<file path="config.mk">
export PLATFORM = sky130hd
export DESIGN_NAME = frame_tick_timers
export DESIGN_NICKNAME = d
export VERILOG_FILES = /design/src/rtl/ftt_pkg.sv /design/src/rtl/ftt_tick_divider.sv /design/src/rtl/ftt_irq_latch.sv /design/src/rtl/ftt_wdt.sv /design/src/rtl/frame_tick_timers.sv
export SDC_FILE = /design/constraint.sdc
export NUM_CORES = 1
export LEC_CHECK = 0
export ABC_AREA = 1
export BUFFER_PORTS_ARGS = -buffer_cell sky130_fd_sc_hd__buf_2
export CAP_MARGIN = 20
export CORE_UTILIZATION = 45
export CTS_CLUSTER_SIZE = 24
export DETAILED_ROUTE_END_ITERATION = 10
export PLACE_DENSITY = 0.76
export SLEW_MARGIN = 30
export SYNTH_ARGS = -nofsm -noshare
export SYNTH_HDL_FRONTEND = slang
export SYNTH_SLANG_ARGS = --single-unit
</file>
<file path="constraint.sdc">
create_clock -name clk_i -period 1.3 [get_ports clk_i]
set_input_delay 0.195 -clock clk_i [delete_from_list [all_inputs] [get_ports clk_i]]
set_output_delay 0.195 -clock clk_i [all_outputs]
set_load 0.01 [all_outputs]
</file>
<file path="src/rtl/ftt_pkg.sv">
package ftt_pkg;
  function automatic int unsigned cnt_w(input int unsigned n);
    return (n <= 2) ? 1 : $clog2(n);
  endfunction

  typedef enum logic {WDT_QUIET = 1'b0, WDT_ARMED = 1'b1} wdt_state_e;
endpackage

</file>
<file path="src/rtl/ftt_tick_divider.sv">
module ftt_tick_divider #(
  parameter int unsigned MOD = 64,
  localparam int unsigned CW = ftt_pkg::cnt_w(MOD)
) (
  input  logic          clk_i,
  input  logic          rst_ni,
  input  logic          tick_i,
  input  logic          clr_i,
  output logic [CW-1:0] cnt_o,
  output logic          wrap_o
);
  localparam logic [CW-1:0] LAST = CW'(MOD - 1);

  logic [CW-1:0] cnt_q;

  assign wrap_o = tick_i && !clr_i && (cnt_q == LAST);
  assign cnt_o  = cnt_q;

  always_ff @(posedge clk_i or negedge rst_ni) begin
    if (!rst_ni)     cnt_q <= '0;
    else if (clr_i)  cnt_q <= '0;
    else if (tick_i) cnt_q <= (cnt_q == LAST) ? '0 : cnt_q + 1'b1;
  end
endmodule

</file>
<file path="src/rtl/ftt_irq_latch.sv">
module ftt_irq_latch (
  input  logic clk_i,
  input  logic rst_ni,
  input  logic boundary_i,
  input  logic release_i,
  output logic irq_no
);
  logic pend_q;

  // boundary outranks release in the same cycle
  always_ff @(posedge clk_i or negedge rst_ni) begin
    if (!rst_ni)         pend_q <= 1'b0;
    else if (boundary_i) pend_q <= 1'b1;
    else if (release_i)  pend_q <= 1'b0;
  end

  assign irq_no = !pend_q;
endmodule

</file>
<file path="src/rtl/ftt_wdt.sv">
module ftt_wdt #(
  parameter int unsigned PERIOD = 4000,
  parameter int unsigned LOW_W  = 32
) (
  input  logic clk_i,
  input  logic rst_ni,
  input  logic tick_i,
  input  logic kick_i,
  output logic wrap_o,
  output logic wdt_no
);
  import ftt_pkg::*;
  localparam int unsigned CW = cnt_w(PERIOD);
  localparam logic [CW-1:0] LOW_LIM = CW'(LOW_W);

  logic [CW-1:0] cnt;
  wdt_state_e    st_q;

  ftt_tick_divider #(.MOD(PERIOD)) u_div (
    .clk_i (clk_i),
    .rst_ni(rst_ni),
    .tick_i(tick_i),
    .clr_i (kick_i),
    .cnt_o (cnt),
    .wrap_o(wrap_o)
  );

  // armed after first full period; a kick disarms and reloads
  always_ff @(posedge clk_i or negedge rst_ni) begin
    if (!rst_ni)     st_q <= WDT_QUIET;
    else if (kick_i) st_q <= WDT_QUIET;
    else if (wrap_o) st_q <= WDT_ARMED;
  end

  assign wdt_no = !((st_q == WDT_ARMED) && (cnt < LOW_LIM));
endmodule

</file>
<file path="src/rtl/frame_tick_timers.sv">
module frame_tick_timers #(
  parameter int unsigned IRQ_TICKS = 64,
  parameter int unsigned WDT_TICKS = 4000,
  parameter int unsigned WDT_LOW   = 32
) (
  input  logic clk_i,
  input  logic rst_ni,
  input  logic tick_i,
  input  logic irq_release_i,
  input  logic wdt_kick_i,
  output logic irq_no,
  output logic wdt_no
);
  localparam int unsigned ICW = ftt_pkg::cnt_w(IRQ_TICKS);

  logic [ICW-1:0] irq_cnt;
  logic           irq_wrap;
  logic           wdt_wrap;

  // free-running grid, never cleared by release
  ftt_tick_divider #(.MOD(IRQ_TICKS)) u_irq_div (
    .clk_i (clk_i),
    .rst_ni(rst_ni),
    .tick_i(tick_i),
    .clr_i (1'b0),
    .cnt_o (irq_cnt),
    .wrap_o(irq_wrap)
  );

  ftt_irq_latch u_irq (
    .clk_i     (clk_i),
    .rst_ni    (rst_ni),
    .boundary_i(irq_wrap),
    .release_i (irq_release_i),
    .irq_no    (irq_no)
  );

  ftt_wdt #(.PERIOD(WDT_TICKS), .LOW_W(WDT_LOW)) u_wdt (
    .clk_i (clk_i),
    .rst_ni(rst_ni),
    .tick_i(tick_i),
    .kick_i(wdt_kick_i),
    .wrap_o(wdt_wrap),
    .wdt_no(wdt_no)
  );
endmodule

</file>
Word level (Yosys, flattened, before mapping)
Cells that the tools add are included.
{"block": "totals", "reg_bits": 20, "latch_bits": 0, "ramBits": 0, "romBits": 0, "in_bits": 5, "output_inout_bits": 2, "wordCells": 27, "n_memories": 0}
{"block": "classes", "add_sub_neg": 2, "n_mul": 0, "div_mod_pow": 0, "n_lt_le_gt_ge": 1, "n_eq_ne": 2, "shifts": 0, "mux": 8, "n_bitwise": 0, "reduce_logical": 10}
{"cell": "two-way mux 12 bit", "count": 3}
{"cell": "adder 12 x 1 -> 12 bit (second input constant)", "count": 1}
{"cell": "equality test 12 bit (second input constant)", "count": 1}
{"cell": "less-than comparator 12 x 6 -> 1 bit (second input constant)", "count": 1}
{"cell": "adder 6 x 1 -> 6 bit (second input constant)", "count": 1}
{"cell": "equality test 6 bit (second input constant)", "count": 1}
{"cell": "two-way mux 6 bit", "count": 1}
{"cell": "nonzero test 2 bit", "count": 3}
{"cell": "logical AND 1 bit", "count": 4}
{"cell": "two-way mux 1 bit", "count": 4}
{"cell": "zero test 1 bit", "count": 3}

Logic depth before layout (Yosys ltp)
{"block": "depth", "word_depth": 5, "mapped_depth": 8}

Modules after synthesis
Synthesis repeated with hierarchy kept, for this count alone.
{"block": "hier_totals", "hier_cells": 170, "area_unflattened_um2": 1234.9}
{"module": "ftt_tick_divider (u_wdt.u_div)", "n_inst": 1, "cells_per_inst": 100, "area_per_inst_um2": 758.2, "seq_area_each_um2": 300.3}
{"module": "ftt_tick_divider (u_irq_div)", "n_inst": 1, "cells_per_inst": 46, "area_per_inst_um2": 344.1, "seq_area_each_um2": 150.1}
{"module": "ftt_wdt", "n_inst": 1, "cells_per_inst": 17, "area_per_inst_um2": 85.1, "seq_area_each_um2": 25.0}
{"module": "ftt_irq_latch", "n_inst": 1, "cells_per_inst": 6, "area_per_inst_um2": 43.8, "seq_area_each_um2": 25.0}
{"module": "frame_tick_timers", "n_inst": 1, "cells_per_inst": 1, "area_per_inst_um2": 3.8, "seq_area_each_um2": 0.0}

Worst setup path before layout
No wires, ideal clock.
{"block": "synth_timing", "path_type": "register to register", "from": "register u_wdt.u_div.cnt_q[0] (netlist: u_wdt.u_div.cnt_o[0])", "to": "register u_wdt.u_div.cnt_q[9] (netlist: u_wdt.u_div.cnt_o[9])", "setup_ns": 0.126, "t_arrival_ns": 1.182, "path_slack_ns": -0.009, "path_stages_with_launch": 9, "n_path_buf": 0, "path_cell_list": "dfrtp_1 > ha_1 > nand2_2 > nor2_4 > nand3_1 > nand2_2 > inv_2 > nand3_1 > o21ai_0"}
{"block": "synth_via", "elab_chain_len": 4, "elab_cells_between_ends": 5}
{"element": "from (decl)", "line_no": "ftt_tick_divider.sv:14", "rtl": "logic [CW-1:0] cnt_q;"}
{"element": "from (signal assigned)", "line_no": "ftt_tick_divider.sv:22", "rtl": "else if (tick_i) cnt_q <= (cnt_q == LAST) ? '0 : cnt_q + 1'b1;"}
{"element": "adder 12 x 1 -> 12 bit or equality test 12 bit (tied branches)", "line_no": "ftt_tick_divider.sv:22"}
{"element": "two-way mux 12 bit (*) (2 in series)", "line_no": "ftt_tick_divider.sv:22"}
{"element": "two-way mux 12 bit (*)", "line_no": "ftt_tick_divider.sv:21", "rtl": "else if (clr_i) cnt_q <= '0;"}
Mark *: on every way between the ends. The rest lies on a longest branch, timed or not. The select of a mux whose other input is x is not followed.
A chain may end at the register's enable or synchronous reset.

Worst setup path in the final report
{"block": "layout_timing", "from": "register u_wdt.u_div.cnt_q[9] (netlist: u_wdt.u_div.cnt_o[9])", "to": "output wdt_no"}
{"block": "layout_via", "elab_chain_len": 3}
{"element": "less-than comparator 12 x 6 -> 1 bit", "line_no": "ftt_wdt.sv:35", "rtl": "assign wdt_no = !((st_q == WDT_ARMED) && (cnt < LOW_LIM));"}
{"element": "logical AND 1 bit", "line_no": "ftt_wdt.sv:35"}
{"element": "zero test 1 bit", "line_no": "ftt_wdt.sv:35"}
{"element": "to (decl)", "line_no": "frame_tick_timers.sv:12", "rtl": "output logic wdt_no"}
No other way between the ends.

==> reports/qor.yml <==
cells_and_area:
  layout_common_cells: "nand2_1 (21), dfrtp_1 (20), inv_1 (16)"
  final_common_cell: "nand2_1"
  layout-drive-gt1-share: 0.406
  insertedDiodeCount: 0
  areaGrowthSynthToFinish_pct: 38.3
  final_area_mm2: 0.00149
  fillers: 173
  instances_no_fill: 188
  nNetsFinal: 168
sta:
  setup_violations: 13
  hold_viol: 0
  max_freq_mhz: 678
  clock_skew_ns: 0.0101
  drv_slew: 0
  max_slew.worst_pin.slew_ns: 0.464
  post-route-period-util: 1.13
  period_minus_slack_ns: 1.47
  relSlewSlack: 0.691
  grt_setup_unrepaired: "yes"
  fin_ws_ns: -0.174
die:
  die_h_um: 50.9
  rows: 17
  die_w_um: 50.9
  dieArea_mm2: 0.00259
  core_area_mm2: 0.00223
  pin_count: 7
  start_util: 0.481
critical_path:
  worst_setup_path_end_kind: "output port"
  setup.worst_path.start_class: "flip-flop"
  critPathKind: "reg -> out"
  cp.arrival_ns: 1.28
  worstPathMaxFanout: 4
  worstPathRequired_ns: 1.11
cts:
  insertion_delay_ns: 0.31
  clkTransAtPathRegs_ns: 0.13
  cts.sinks: 20
  htree_levels: 1
  cts_root_buf: "clkbuf_4"
  cts_tree: "built"
  numCtsBuffers: 3
  cts_buffer_depth: 2
drt:
  drt-total-wl_mm: 2.61
  routedWlPerCell_um: 13.9
  drcViolationCount: 0
  vias: 1018
  dr.pass1.iters: 4
  antenna_left: 0
  viasPerCell: 5.41
  drt_iter0_markers: 14
outcome:
  outcome: "complete, but fails checks"
  failed_checks: "negative setup slack"
synthesis:
  netlist_instances: 131
  syn-num-nets: 138
  synthDistinctLibCells: 23
  avgSynthCellArea_um2: 8.20
  ys_ff_latch: 20
  synth_top_cell_by_area: "dfrtp_1"
  yosysSeqAreaShare: 0.466
  yosys_warnings: 0
  syn_area_mm2: 0.00107
  synth_top_area_frac: 0.466
  synthTopCellsByArea: "dfrtp_1 (47%), nand2_1 (9.1%), inv_1 (6.3%)"
hold_path:
  hp-class: "in -> reg"
pwr:
  swShare: 0.282
  p_per_area_mw_per_mm2: 1080
  ir_worst_vdd_mv: 0.745
  power.internal_uw: 1160
  switching_power_uw: 454
  seq_power_share: 0.491
  power_frac_comb: 0.185
  clock_power_share: 0.325
  p_leak_uw: 0.000671
global_routing:
  track_usage: 0.227
  antenna_found_initial: 0
  grt_start_max_net_pins: 21
  grt_pass1_vias: 1005
  grt_pass1_wl_mm: 4.37
  grt_overflow: 0
job:
  max_cap_violations: 0
placed_design:
  place_congestion: 0.909
  place_area_mm2: 0.00122
  numPortBuffers: 6
  placed_cells: 175
  hpwl_mm: 1.71
logic make-up (layout without fill, tap and decap cells):
kind of cell | count (synthesis) | after routing | share of synthesized area
and+or+nand+nor | 66 | 66 | 0.305
DFF | 20 | 20 | 0.466
buffers and inverters | 20 | 49 | 0.0698
AOI/OAI and AO/OA | 19 | 19 | 0.104
xor gates and xnor gates | 4 | 4 | 0.0326
adders and majority gates | 2 | 2 | 0.0233
synthesized netlist by cell type (all sizes together):
cell type / instances
ha: 2
xnor2: 2
nor3: 2
nand3b: 2
nor3b: 1
xor2: 2
nand2: 30
nand3: 10
o22ai: 4
inv: 20
o21bai: 2
dfrtp: 20
nor2: 16
a21oi: 1
o21ai: 11
nand4: 5
o211ai: 1
state kept, by name, summed over array words and instances, names as in the netlist:
register	cells
u_wdt.st_q	1
u_wdt.u_div.cnt_o	12
u_irq_div.cnt_o	6
u_irq.pend_q	1
through the flow:
stage | hold WS [ns] | utilization | total power (uW) | setup TNS, ns | worst slack [ns]
after CTS | 0.0649 | 0.608 | 1580 | -0.172 | -0.138
final | 0.0547 | 0.666 | 1610 | -1.05 | -0.174
after global placement | 0.166 | 0.547 | 1040 | 0 | 0.0287
after floorplan | -0.101 | - | 974 | 0 | 0.0150
after global routing | 0.0486 | 0.666 | 1690 | -2.03 | -0.246
after detailed placement | 0.174 | 0.547 | 1060 | -0.0894 | -0.0389
timing repair:
item	in CTS	in global routing
gates cloned	0	0
gates resized for setup	17	25
hold endpoints to repair	20	0
setup endpoints to repair	11	15
hold buffers	1	0
setup buffers	3	5
pin swaps	9	11
worst max-delay path, stage by stage, from the launching register on:
cell	delay (ns)
dfrtp_1	0.40
buf_4	0.15
nor2_1	0.13
nand4_1	0.12
buf_2	0.16
power groups by stage:
stage	clock network (uW)	registers, uW	logic [uW]
finish	523	792	297
detailed placement	0	802	260
global placement	0	796	242
floorplan	0	785	189
CTS	520	789	269
global route	552	807	334
layout make-up:
class	count	area [um2]	area share
repair buffers	25	194	0.130
clock buffers	3	22.5	0.0152
multi-input cells	91	624	0.420
inverters	20	80.1	0.0539
well taps	28	35.0	0.0236
flip-flops and latches	20	500	0.337
clock inverters	1	30.0	0.0202
worst paths after layout:
check                                                  from                                 to  slack (ns)  depth (start not counted)
max reg2reg                u_wdt.u_div.cnt_o[0]$_DFFE_PN0P_   u_wdt.u_div.cnt_o[5]$_DFFE_PN0P_       -0.11                          8
min reg2reg                        u_irq.pend_q$_DFFE_PN0P_           u_irq.pend_q$_DFFE_PN0P_        0.55                          2
min in group asynchronous                            rst_ni  u_wdt.u_div.cnt_o[10]$_DFFE_PN0P_        0.35                          2
min                                           irq_release_i           u_irq.pend_q$_DFFE_PN0P_        0.05                          2
max                        u_wdt.u_div.cnt_o[9]$_DFFE_PN0P_                             wdt_no       -0.17                          4
max in group asynchronous                            rst_ni   u_wdt.u_div.cnt_o[0]$_DFFE_PN0P_        0.63                          2
routing by layer:
layer	up-vias	wire (um)	GRT usage
met1	492	1110	0.285
met4	0	67	0.0880
met5	-	0	0
met2	30	1350	0.384
li1	487	-	-
met3	9	75	0.0417
Power figures use the tool's default switching activity.
